`src/rtl/strap_pkg.sv`:
```
// Package: shared phase encoding and latched-mode type for the strap
// controller. Assumes no more than four sequencing phases.
package strap_pkg;

    typedef enum logic [1:0] {
        PH_RUN   = 2'd0,  // pins driven per latched mode
        PH_ENTER = 2'd1,  // reset seen, counting before float
        PH_FLOAT = 2'd2,  // pins floating with pull-ups, sampling straps
        PH_LEAVE = 2'd3   // reset gone, counting before hand-back
    } phase_e;

    typedef struct packed {
        logic spi;    // 1 = SPI host interface
        logic osc32;  // 1 = 32 kHz crystal
    } strap_mode_t;

endpackage

```
`src/rtl/strap_rst_req.sv`:
```
// Reset request source: synchronises the external reset pin through two
// flops and stretches a soft-reset register write into a fixed-length
// request. Assumes the write strobe is synchronous to clk.
module strap_rst_req #(
    parameter int          SOFT_CYC   = 32,
    parameter logic [7:0]  SOFT_ADDR  = 8'h6E,
    parameter logic [7:0]  SOFT_BIT   = 8'h10
) (
    input  logic       clk,
    input  logic       rst_n,
    input  logic       rst_pin_n,
    input  logic       reg_wr_en,
    input  logic [7:0] reg_wr_addr,
    input  logic [7:0] reg_wr_data,
    output logic       req
);
    localparam int SW = $clog2(SOFT_CYC + 1);
    localparam logic [SW-1:0] SOFT_LOAD = SW'(SOFT_CYC);

    logic [1:0]    sync_q;
    logic [SW-1:0] soft_cnt;
    logic          soft_hit;

    // Decode a write that requests a soft reset.
    always_comb begin
        soft_hit = reg_wr_en && (reg_wr_addr == SOFT_ADDR) &&
                   ((reg_wr_data & SOFT_BIT) != 8'h00);
    end

    // Two-flop synchroniser; resets to "asserted" so power-up floats.
    always_ff @(posedge clk) begin
        if (!rst_n) sync_q <= 2'b00;
        else        sync_q <= {sync_q[0], rst_pin_n};
    end

    // Soft reset stretch counter.
    always_ff @(posedge clk) begin
        if (!rst_n)             soft_cnt <= '0;
        else if (soft_hit)      soft_cnt <= SOFT_LOAD;
        else if (soft_cnt != 0) soft_cnt <= soft_cnt - 1'b1;
    end

    assign req = !sync_q[1] || (soft_cnt != '0);

endmodule

```
`src/rtl/strap_seq.sv`:
```
// Phase sequencer: walks run -> enter delay -> float -> leave delay -> run.
// A request during the leave delay returns to float. Assumes DELAY_CYC >= 2.
module strap_seq
    import strap_pkg::*;
#(
    parameter int DELAY_CYC = 800
) (
    input  logic   clk,
    input  logic   rst_n,
    input  logic   req,
    output phase_e phase
);
    localparam int CW = $clog2(DELAY_CYC);
    localparam logic [CW-1:0] LAST = CW'(DELAY_CYC - 1);

    phase_e        phase_q;
    logic [CW-1:0] cnt_q;

    // Phase register and delay counter.
    always_ff @(posedge clk) begin
        if (!rst_n) begin
            phase_q <= PH_FLOAT;
            cnt_q   <= '0;
        end else begin
            case (phase_q)
                PH_RUN: begin
                    cnt_q <= '0;
                    if (req) phase_q <= PH_ENTER;
                end
                PH_ENTER: begin
                    if (cnt_q == LAST) begin
                        phase_q <= PH_FLOAT;
                        cnt_q   <= '0;
                    end else begin
                        cnt_q <= cnt_q + 1'b1;
                    end
                end
                PH_FLOAT: begin
                    cnt_q <= '0;
                    if (!req) phase_q <= PH_LEAVE;
                end
                default: begin
                    if (req) begin
                        phase_q <= PH_FLOAT;
                        cnt_q   <= '0;
                    end else if (cnt_q == LAST) begin
                        phase_q <= PH_RUN;
                        cnt_q   <= '0;
                    end else begin
                        cnt_q <= cnt_q + 1'b1;
                    end
                end
            endcase
        end
    end

    assign phase = phase_q;

endmodule

```
`src/rtl/strap_latch.sv`:
```
// Strap latch: captures the strap pins on each clock of the float phase;
// holds otherwise. A low pin selects the non-default option. Assumes each
// select mask is one-hot.
module strap_latch
    import strap_pkg::*;
#(
    parameter int               NPINS         = 4,
    parameter logic [NPINS-1:0] SPI_STRAP_SEL = 4'b0001,
    parameter logic [NPINS-1:0] OSC_STRAP_SEL = 4'b0010
) (
    input  logic             clk,
    input  logic             rst_n,
    input  logic             sample_en,
    input  logic [NPINS-1:0] pin_in,
    output strap_mode_t      mode
);
    strap_mode_t mode_q;

    // Sample straps while floating, otherwise hold.
    always_ff @(posedge clk) begin
        if (!rst_n) begin
            mode_q <= '0;
        end else if (sample_en) begin
            mode_q.spi   <= ~|(pin_in & SPI_STRAP_SEL);
            mode_q.osc32 <= ~|(pin_in & OSC_STRAP_SEL);
        end
    end

    assign mode = mode_q;

endmodule

```
`src/rtl/strap_pin_ctrl.sv`:
```
// Top: strap sampler and pin-mode controller. Combines the reset request
// source, phase sequencer and strap latch, and decodes per-pin output
// enables and pull-ups. Assumes pads implement the oe/pu controls.
module strap_pin_ctrl
    import strap_pkg::*;
#(
    parameter int               NPINS         = 4,
    parameter int               CLK_MHZ       = 50,
    parameter int               DELAY_US      = 16,
    parameter int               SOFT_CYC      = 32,
    parameter logic [NPINS-1:0] SPI_STRAP_SEL = 4'b0001,
    parameter logic [NPINS-1:0] OSC_STRAP_SEL = 4'b0010,
    parameter logic [NPINS-1:0] OE_UART       = 4'b1011,
    parameter logic [NPINS-1:0] OE_SPI        = 4'b0101
) (
    input  logic             clk,
    input  logic             rst_n,
    input  logic             rst_pin_n,
    input  logic             reg_wr_en,
    input  logic [7:0]       reg_wr_addr,
    input  logic [7:0]       reg_wr_data,
    input  logic [NPINS-1:0] pin_in,
    output logic [NPINS-1:0] pin_oe,
    output logic [NPINS-1:0] pin_pu,
    output logic             host_spi,
    output logic             osc_32k
);
    localparam int DELAY_CYC = CLK_MHZ * DELAY_US;

    logic        req;
    phase_e      phase;
    strap_mode_t mode;
    logic        driving;
    logic        floating;

    strap_rst_req #(
        .SOFT_CYC (SOFT_CYC)
    ) u_req (
        .clk         (clk),
        .rst_n       (rst_n),
        .rst_pin_n   (rst_pin_n),
        .reg_wr_en   (reg_wr_en),
        .reg_wr_addr (reg_wr_addr),
        .reg_wr_data (reg_wr_data),
        .req         (req)
    );

    strap_seq #(
        .DELAY_CYC (DELAY_CYC)
    ) u_seq (
        .clk   (clk),
        .rst_n (rst_n),
        .req   (req),
        .phase (phase)
    );

    strap_latch #(
        .NPINS         (NPINS),
        .SPI_STRAP_SEL (SPI_STRAP_SEL),
        .OSC_STRAP_SEL (OSC_STRAP_SEL)
    ) u_latch (
        .clk       (clk),
        .rst_n     (rst_n),
        .sample_en (phase == PH_FLOAT),
        .pin_in    (pin_in),
        .mode      (mode)
    );

    // Phase-level drive and float qualifiers.
    always_comb begin
        driving  = (phase == PH_RUN) || (phase == PH_ENTER);
        floating = !driving;
    end

    // Per-pin decode of driver enable and pull-up.
    for (genvar i = 0; i < NPINS; i++) begin : g_pin
        always_comb begin
            pin_oe[i] = driving && (mode.spi ? OE_SPI[i] : OE_UART[i]);
            pin_pu[i] = floating;
        end
    end

    assign host_spi = mode.spi;
    assign osc_32k  = mode.osc32;

endmodule

```
`config.mk`:
```
export PLATFORM = sky130hd
export DESIGN_NAME = strap_pin_ctrl
export DESIGN_NICKNAME = d
export VERILOG_FILES = /design/src/rtl/strap_pkg.sv /design/src/rtl/strap_rst_req.sv /design/src/rtl/strap_seq.sv /design/src/rtl/strap_latch.sv /design/src/rtl/strap_pin_ctrl.sv
export SDC_FILE = /design/constraint.sdc
export NUM_CORES = 1
export LEC_CHECK = 0
export ABC_AREA = 1
export BUFFER_PORTS_ARGS = -buffer_cell sky130_fd_sc_hd__clkbuf_2
export CORE_MARGIN = 2
export CORE_UTILIZATION = 27
export CTS_BUF_LIST = sky130_fd_sc_hd__clkbuf_8
export CTS_CLUSTER_DIAMETER = 150
export DETAILED_ROUTE_END_ITERATION = 6
export PLACE_DENSITY = 0.6
export REMOVE_ABC_BUFFERS = 1
export SETUP_SLACK_MARGIN = 0.02
export SLEW_MARGIN = 20
export SYNTH_ARGS = -nofsm -noshare
export SYNTH_HDL_FRONTEND = slang
export SYNTH_SLANG_ARGS = --single-unit
export TNS_END_PERCENT = 50
```
`constraint.sdc`:
```
create_clock -name clk -period 1.3 [get_ports clk]
set_input_delay 0.325 -clock clk [delete_from_list [all_inputs] [get_ports clk]]
set_output_delay 0.325 -clock clk [all_outputs]
set_load 0.02 [all_outputs]
```
-- Word-level counts from Yosys, hierarchy flattened
Cells that the tools add are included.
- $add $sub $neg: 2
- multipliers: 0
- div/mod/pow operators: 0
- order comparisons: 0
- equal/unequal tests: 7
- shift operators: 0
- mux-type cells: 13
- bitwise logic cells: 1
- reduce and logical (&&, ||, !) cells: 17
- operator list (operator ; count):
    10-bit 2-to-1 mux ; 2
    10-bit one-hot mux with 2 select lines ; 1
    6-bit 2-to-1 mux ; 2
    10-bit by 1-bit adder with 10-bit output (second input constant) ; 1
    10-bit == test (second input constant) ; 1
    2-bit 2-to-1 mux ; 5
    8-bit by 7-bit == test with 1-bit output (second input constant) ; 1
    2-bit one-hot mux with 3 select lines ; 1
    6-bit nonzero test ; 1
    6-bit by 1-bit subtractor with 6-bit output (second input constant) ; 1
    1-bit logical AND ; 4
    1-bit logical NOT ; 4
    2-bit by 1-bit != test with 1-bit output (second input constant) ; 2
    4-bit AND reduction ; 1
    2-bit OR reduction ; 2
    3-bit nonzero test ; 1
    2-bit by 1-bit == test with 1-bit output (second input constant) ; 1
    2-bit == test (second input constant) ; 1
    2-bit logical NOT ; 1
    1-bit logical OR ; 2
    1-bit 2-to-1 mux ; 2
    2-bit != test (second input constant) ; 1
    2-bit nonzero test ; 1
    1-bit NOT ; 1
- flip-flop bits (word level): 22
- bits in latches: 0
- RAM bits: 0
- ROM bits: 0
- input port bits: 24
- word-level logic and storage cells: 47
- memories: 0

-- Logic depth before layout (Yosys ltp)
Gate-level depths: netlist of run 1.
- word-level depth: 4
- mapped depth: 10
- gate-level depth less buffers: 10

-- Cells and area by module
A second synthesis of run 1 with hierarchy kept.
- cells, all modules: 165
- area, all modules: 1194.9 sq um
- modules (own cells, without submodules) (module ; instances ; cells each ; area each (sq um) ; seq. area each (sq um)):
    strap_seq ; 1 ; 84 ; 634.4 ; 240.2
    strap_rst_req ; 1 ; 59 ; 420.4 ; 160.2
    strap_latch ; 1 ; 10 ; 70.1 ; 40.0
    strap_pin_ctrl ; 1 ; 12 ; 70.1 ; 0.0

-- Least setup slack after synthesis of run 1
OpenSTA, ideal clock, no wires.
- kind: register to output
- start: register u_seq.phase_q[0] (netlist: u_seq.phase[0])
- end: output pin_oe[3]
- data arrival time: 1283 ps
- slack: -308 ps
- stages on the path, launching flop included: 6
- buffers on the path: 1
- cells stage by stage: dfxtp_1 inv_1 ha_1 nor2_1 nor2_1 buf_4
- word-level cells in the longest chain between the ends: 3
- elaborated cells between the ends (all ways): 4
- ends and longest elaborated chain (what ; line ; RTL):
    start: declaration ; strap_seq.sv:16 ; phase_e phase_q;
    start signal: assignment ; strap_seq.sv:22 ; phase_q <= PH_FLOAT;
    start signal: assignment ; strap_seq.sv:28 ; if (req) phase_q <= PH_ENTER;
    start signal: assignment ; strap_seq.sv:32 ; phase_q <= PH_FLOAT;
    2-bit by 1-bit == test with 1-bit output or 2-bit logical NOT (tied branches) ; strap_pin_ctrl.sv:71 ; driving = (phase == PH_RUN) || (phase == PH_ENTER);
    1-bit logical OR (*) ; strap_pin_ctrl.sv:71 ;
    1-bit logical AND (*) ; -- ;
    end: declaration ; strap_pin_ctrl.sv:23 ; output logic [NPINS-1:0] pin_oe,
Mark *: on every way between the ends. The rest lies on a longest branch, timed or not.

-- Worst setup path after layout of run 1
- start: register u_seq.phase_q[0] (netlist: u_seq.phase[0])
- end: output pin_pu[3]
- word-level cells in the longest chain between the ends: 3
- elaborated cells between the ends (all ways): 4
- ends and longest elaborated chain (what ; line ; RTL):
    2-bit by 1-bit == test with 1-bit output or 2-bit logical NOT (tied branches) ; strap_pin_ctrl.sv:71 ;
    1-bit logical OR (*) ; strap_pin_ctrl.sv:71 ;
    1-bit logical NOT (*) ; strap_pin_ctrl.sv:72 ; floating = !driving;
    end: declaration ; strap_pin_ctrl.sv:24 ; output logic [NPINS-1:0] pin_pu,
Marks and branches as above.

==> key figures, run 1 <==
Clock tree
  • Clock Sinks: 22
  • Clk_lat worst skew: 270 ps
  • CTS buffer count: 3
  • Reg clk slew, reported paths: around 80 ps
  • Deepest clock path buffer count: 2
  • CTS tree: done
  • Depth of the CTS H-tree: 1
  • Post-cts hold buffer count: 0
  • Root Driver: clkbuf_8

Power and ir drop
  • Maximum VDD drop: 1.07 mV
  • LEAKAGE: between 0.0007 and 0.0008 uW
  • Total power: about 3300 uW
  • Sw Ratio: 0.387
  • Power per cell area: 1870 nW/um2
  • Sw Pwr: ~1300 uW
  • Int Pwr: 2050 uW
  • Sequential Power Share: 0.281
  • Combinational Power Share: 0.525
  • Clk pwr share: 0.194

Route
  • DRC errors left: 0
  • Iter 0 DRT Violations: 21
  • Drt wl/cell: between 9 and 10 um
  • Vias/cell: between 4 and 5
  • Vias: between 1000 and 1500
  • DRT Pass-1 Iters: 4
  • Overall routed net length: roughly 2.5 mm
  • DRT antenna net count: 0

STA
  • Endpoints failing hold: 0
  • Setup ws final: -270 ps
  • Final period util: 1.21
  • Final Critical Period: roughly 1600 ps
  • Worst Skew: approximately 9.4 ps
  • FMAX: approximately 640 MHz
  • Measured slew at the worst slew-check pin: a little over 300 ps
  • Slew Limit Fails: 0
  • Final Setup Violations: 11
  • RSZ-0062 raised after global routing: true
  • Rel. slew slack: 0.796

Global route
  • GRT Util Overall: 0.112
  • Largest net degree at the start of global routing: 14
  • Number of global-route vias before repair: between 1000 and 1500
  • First-pass GRT wire length: approximately 4.5 mm
  • Gr ovfl total: 0
  • Initial antenna violation count: 0

Floorplan
  • Row count: 24
  • Die Span Y: approximately 70 um
  • Core area: between 4000 and 5000 um2
  • Top Ports: 34
  • Die area: slightly below 5000 um2
  • Starting Density: 0.276
  • Chip width: ~70 um

Placed design
  • Port Buf Inserts: 24
  • GP Congestion: between 0.7 and 0.8
  • Hpwl dp: about 1.7 mm
  • Placement Setup Slack: -144 ps

Setup path
  • Crit path DAT: approximately 1200 ps
  • CP Launch Type: flip-flop
  • CP Max Fanout: 7
  • WS Path Type: flip-flop to primary output
  • Required time worst endpoint: slightly below 1000 ps
  • Crit. End Element: primary output

Run
  • Number of max-cap violations: 0

Synth
  • Post-Syn Instances: between 150 and 200
  • Synth unique cells: 23
  • Cell Area, Synth: between 1000 and 1500 um2
  • Average cell area after synthesis: roughly 7.4 um2
  • Synth Register Bits: 22
  • Post-synthesis sequential area ratio: 0.374
  • Warnings from Yosys: 0

Layout
  • Register area: 455 um2
  • Area of the multi-input gates: 786 um2
  • Most frequent cells in the layout: nand2_1, buf_4, inv_1, nor2_1, clkbuf_2
  • Antenna cells: 0
  • Nets@finish: ~240
  • Layout cells sized above 1: 0.502
  • Layout area overhead: 51.8%
  • Fillers: 443
  • Most common cell after layout, fill and taps aside: nand2_1

Outcome
  • Failing checks: setup timing
  • Status: complete, but fails checks

Min path
  • HP Class: input port to flip-flop
## Yosys cell counts
cell type,number,area (um2)
xor2_1,3,26.3
xnor2_1,3,26.3
buf_2,1,5.00
nor3_2,1,10.0
or2_2,2,12.5
a21oi_1,9,45.0
inv_2,2,7.51
ha_1,7,87.6
nand4_1,5,31.3
nor4_1,1,6.26
dfxtp_1,22,440
o21ai_0,4,20.0
buf_4,6,45.0
nand3_1,8,40.0
nor2_2,4,25.0
inv_1,23,86.3
a21boi_0,1,7.51
nand2_2,3,18.8
nand2_1,27,101
nand3_2,2,20.0
nor2_4,2,22.5
nor3_1,3,15.0
nor2_1,21,78.8
## through the flow
step	setup TNS [ps]	cells	utilization	area, um2	hold WS [ps]
global route	-3300	255	0.420	1790	232
global placement	-1090	247	0.340	1450	396
CTS	-3040	255	0.397	1690	231
floorplan	-7850	153	-	1130	390
detailed placement	-1450	247	0.340	1450	407
finish	-2290	255	0.420	1790	235
## path summary, 6_finish.rpt
| kind | slack (ps) | cells past startpoint | end | start |
|---|---|---|---|---|
| setup reg to reg | -90 | 10 | u_seq.phase[1] | u_seq.cnt_q[1] |
| hold / removal | 240 | 2 | u_latch.mode[0] | pin_in[1] |
| hold reg to reg | 420 | 2 | u_req.sync_q[1] | u_req.sync_q[0] |
| setup / recovery | -270 | 4 | pin_pu[3] | u_seq.phase[0] |
## power by group through the flow
stage | Clock [uW] | Sequential, uW | Combinational (uW)
floorplan | 0 | 935 | 862
global placement | 0 | 900 | 1370
detailed placement | 0 | 905 | 1390
CTS | 668 | 931 | 1670
global route | 710 | 962 | 1960
finish | 650 | 940 | 1760
## registers in the layout (all words and copies together), names as in the netlist
| signal | count |
|---|---|
| u_seq.phase | 2 |
| u_req.soft_cnt | 6 |
| u_seq.cnt_q | 10 |
| u_req.sync_q | 2 |
| u_latch.mode | 2 |
## worst max-delay path, stage by stage, from the launching register on
cell and delay, ps:
dfxtp_4 390, inv_4 50, ha_4 160, nor2_4 170, clkbuf_4 210
## cell families (layout without fill, tap and decap cells)
| kind of cell | count (synthesis) | after routing | synth area share |
|---|---|---|---|
| AND/OR/NAND/NOR | 79 | 80 | 0.324 |
| XOR/XNOR | 6 | 6 | 0.0446 |
| adder cells (fa/ha/maj) | 7 | 7 | 0.0743 |
| AO/OA/AOI/OAI | 14 | 14 | 0.0616 |
| flip-flops | 22 | 22 | 0.374 |
| buffers and inverters | 32 | 74 | 0.122 |
## layout make-up
cell class	count	area share
Sequential cell	22	0.255
Tap cell	52	0.0364
Timing Repair Buffer	45	0.175
Multi-Input combinational cell	107	0.439
Clock buffer	3	0.0231
Inverter	25	0.0552
Clock inverter	1	0.0168
## metal layers
layer  share of wire  GRT usage  routed length (um)
met1            0.44      0.136                1090
met2            0.51      0.193                1290
met3           0.026     0.0173                  65
met4           0.022     0.0577                  54
met5               0          0                   0
## what timing repair did
item	CTS	global route
setup buffers	5	3
pin swaps	20	13
resized for setup	44	29
gates cloned	1	0
setup endpoints to repair	22	25
Power figures use the tool's default switching activity.
==> run 2, diff against run 1 <==
--- a/config.mk
+++ b/config.mk
@@ -6,13 +6,13 @@
 export NUM_CORES = 1
 export LEC_CHECK = 0
 export ABC_AREA = 1
-export BUFFER_PORTS_ARGS = -buffer_cell sky130_fd_sc_hd__clkbuf_2
 export CORE_MARGIN = 2
-export CORE_UTILIZATION = 27
+export CORE_UTILIZATION = 40
 export CTS_BUF_LIST = sky130_fd_sc_hd__clkbuf_8
 export CTS_CLUSTER_DIAMETER = 150
 export DETAILED_ROUTE_END_ITERATION = 6
-export PLACE_DENSITY = 0.6
+export DONT_BUFFER_PORTS = 1
+export PLACE_DENSITY = 0.67
 export REMOVE_ABC_BUFFERS = 1
 export SETUP_SLACK_MARGIN = 0.02
 export SLEW_MARGIN = 20
==> run 2 against run 1 <==
  * The flow still finishes with violations (setup timing)
  * Worst hold slack worse by 120 ps
  * Via count is 2.2% lower
  * Clock power is 35% lower
  * Maximum frequency is 2.8% higher
  * Non-clock buffer count is 20 lower
  * Sequential cell count stayed put
  * Largest cell class unchanged
  * Highest routed layer unchanged
==> key figures, run 2 (same netlist as run 1, synthesis figures left out) <==
Floorplan
  • Top Ports: 34 (unchanged)
  • Die area: 3400 um2 (-31%)
  • Row count: 19 (-21%)
  • Die Span Y: 58.3 um (-17%)
  • Core area: 2780 um2 (-35%)
  • Chip width: 58.3 um (-17%)
  • Starting Density: 0.424 (+0.147)

Layout
  • Largest regs: u_seq.cnt_q (10), u_req.soft_cnt (6)
  • Biggest register: u_seq.cnt_q
  • Most frequent cells in the layout: buf_4, nand2_1, inv_1, nor2_1, dfxtp_1
  • Most common cell after layout, fill and taps aside: buf_4
  • Nets@finish: 215 (-8.5%)
  • Cell area after layout: 1650 um2 (-7.9%)
  • Fillers: 213 (-52%)
  • Register area: 453 um2 (-0.55%)
  • Layout area overhead: 39.8%
  • Finished Core Util: 0.592 (+0.173)
  • Area of the multi-input gates: 817 um2 (+4.0%)
  • Number of flip-flops in the largest register: 10 (unchanged)
  • Antenna cells: 0 (unchanged)
  • Layout cells sized above 1: 0.473 (-0.0299)

STA
  • Setup TNS: -1820 ps (+466 ps)
  • Slew Limit Fails: 0 (unchanged)
  • Final Critical Period: 1530 ps (-42.5 ps)
  • Endpoints failing hold: 0 (unchanged)
  • RSZ-0062 raised after global routing: true
  • Rel. slew slack: 0.768 (-0.0281)
  • Final period util: 1.17 (-0.0327)
  • Measured slew at the worst slew-check pin: 344 ps (+41.3 ps)
  • Setup ws final: -227 ps (+42.5 ps)
  • Worst Skew: 2.04 ps (-7.31 ps)
  • Final Setup Violations: 11 (unchanged)
  • FMAX: 655 MHz (+2.8%)

Setup path
  • Crit path DAT: 1200 ps (-40 ps)
  • Worst path max stage delay: 390 ps (about the same)
  • Crit-path slowest cell: dfxtp_4
  • Critical register-to-register path startpoint: u_seq.phase[1]
  • Crit path from: u_seq.phase[0]
  • Reg2reg setup slack: -40 ps (+50 ps)
  • WS Path Type: flip-flop to primary output
  • CP Max Fanout: 4 (-3)
  • WP buf/inv: 2 (unchanged)
  • Worst r2r path cells: 10 (unchanged)
  • CP endpoint: pin_oe[1]
  • Crit-path leading delay family: flip-flops
  • Crit. End Element: primary output
  • CP Launch Type: flip-flop
  • Reg2reg end: u_seq.phase[1]
  • Required time worst endpoint: 980 ps (about the same)
  • CP cell instances: inv_4 -> ha_4 -> nor2_4 -> nor2_1 -> buf_4
  • Cell depth of the worst setup path: 5 (+1)

Global route
  • Initial antenna violation count: 0 (unchanged)
  • Gr ovfl total: 0 (unchanged)
  • Largest net degree at the start of global routing: 12 (-2)
  • Number of global-route vias before repair: 1015 (-7.3%)
  • First-pass GRT wire length: 3.86 mm (-14%)
  • GRT Util Overall: 0.146 (+0.0331)

Outcome
  • Status: complete, but fails checks
  • Failing checks: setup timing

Clock tree
  • Root Driver: clkbuf_8
  • Clock Sinks: 22 (unchanged)
  • Depth of the CTS H-tree: 1 (unchanged)
  • CTS tree: done
  • CTS buffer count: 3 (unchanged)
  • Deepest clock path buffer count: 2 (unchanged)
  • Reg clk slew, reported paths: 80 ps (about the same)
  • Post-cts hold buffer count: 0 (unchanged)
  • Clk_lat worst skew: 260 ps (about the same)

Min path
  • HP Class: input port to flip-flop
  • Worst Hold Depth: 1 (-1)

Power and ir drop
  • Power per cell area: 1880 nW/um2 (+0.48%)
  • Total power: 3100 uW (-7.5%)
  • Maximum VDD drop: 1.55 mV (+45%)
  • LEAKAGE: 0.000694 uW (-11%)

Route
  • Iter 0 DRT Violations: 22 (+4.8%)
  • Vias/cell: 4.98 (+17%)
  • Met3 WL: 105 um (+62%)
  • Vias: 1060 (-2.2%)
  • Metal-1 WL: 1.08 mm (-1.3%)
  • DRC errors left: 0 (unchanged)
  • Top Layer Used: met4
  • DRT Pass-1 Iters: 4 (unchanged)
  • Overall routed net length: 2.66 mm (+6.4%)
  • Met2 routed WL: 1.45 mm (+13%)
  • Drt wl/cell: 12.5 um (+27%)
  • DRT antenna net count: 0 (unchanged)

Run
  • Number of max-cap violations: 0 (unchanged)

Placed design
  • Port Buf Inserts: 0 (-100%)
  • GP Congestion: 0.852 (+15%)
  • Placement Setup Slack: -137 ps (+6.89 ps)
  • Hpwl dp: 1.64 mm (-5.8%)
  • Dpl cell area: 1300 um2 (-10%)
run 2: changes by cell type in the layout (fill, tap and decap cells not counted), moves of 3 or more:
cell | before | now
buf_4 | 19 | 22
clkbuf_4 | 3 | 0
nand2_4 | 2 | 5
buf_2 | 3 | 0
clkbuf_2 | 16 | 0
run 2: per-layer routing:
metal / up-vias / track usage
met1: 485 / 0.154
li1: 544 / -
met4: 0 / 0.0598
met5: - / 0
met2: 27 / 0.278
met3: 4 / 0.0268
run 2: what timing repair did:
action                                  CTS  global route
endpoints found under the setup margin   19            26
pin swaps                                 8            25
cloned                                    1             0
setup buffers                             2             7
gates resized for setup                  22            46
run 2: how the worst min path moves through the flow:
stage | from | end | slack [ps]
5_1_grt | rst_n | u_seq.phase[1] | 120
4_1_cts | rst_n | u_seq.phase[1] | 150
2_1_floorplan | u_req.sync_q[0] | u_req.sync_q[1] | 390
3_5_place_dp | u_req.sync_q[0] | u_req.sync_q[1] | 400
3_3_place_gp | u_req.sync_q[0] | u_req.sync_q[1] | 390
6_report | rst_n | u_seq.phase[1] | 120
run 2: worst register-to-register path, cell delays in order, from the launching register on:
cell,delay (ps)
dfxtp_2,360
inv_4,50
ha_4,160
buf_4,130
buf_4,130
inv_1,60
nand2_2,60
nand2_4,90
nand2_2,70
nand2_2,70
nand3_2,60
run 2: layout make-up:
class                   count  area share
inverters                  25      0.0600
flip-flops and latches     22       0.275
clock buffers               3      0.0251
repair buffers             25       0.121
well taps                  31      0.0235
multi-input cells         107       0.496
run 2: power breakdown:
group	switching [uW]	internal (uW)	total [uW]	leakage [uW]
logic	959	747	1710	0.000489
clock network	218	207	425	0.0000216
registers	148	817	965	0.000183
total	1330	1770	3100	0.000694
run 2: through the flow:
step	hold WS [ps]	cells
final	120	213
after global routing	121	213
after CTS	151	207
after detailed placement	403	201
after global placement	395	201
after floorplan	390	153
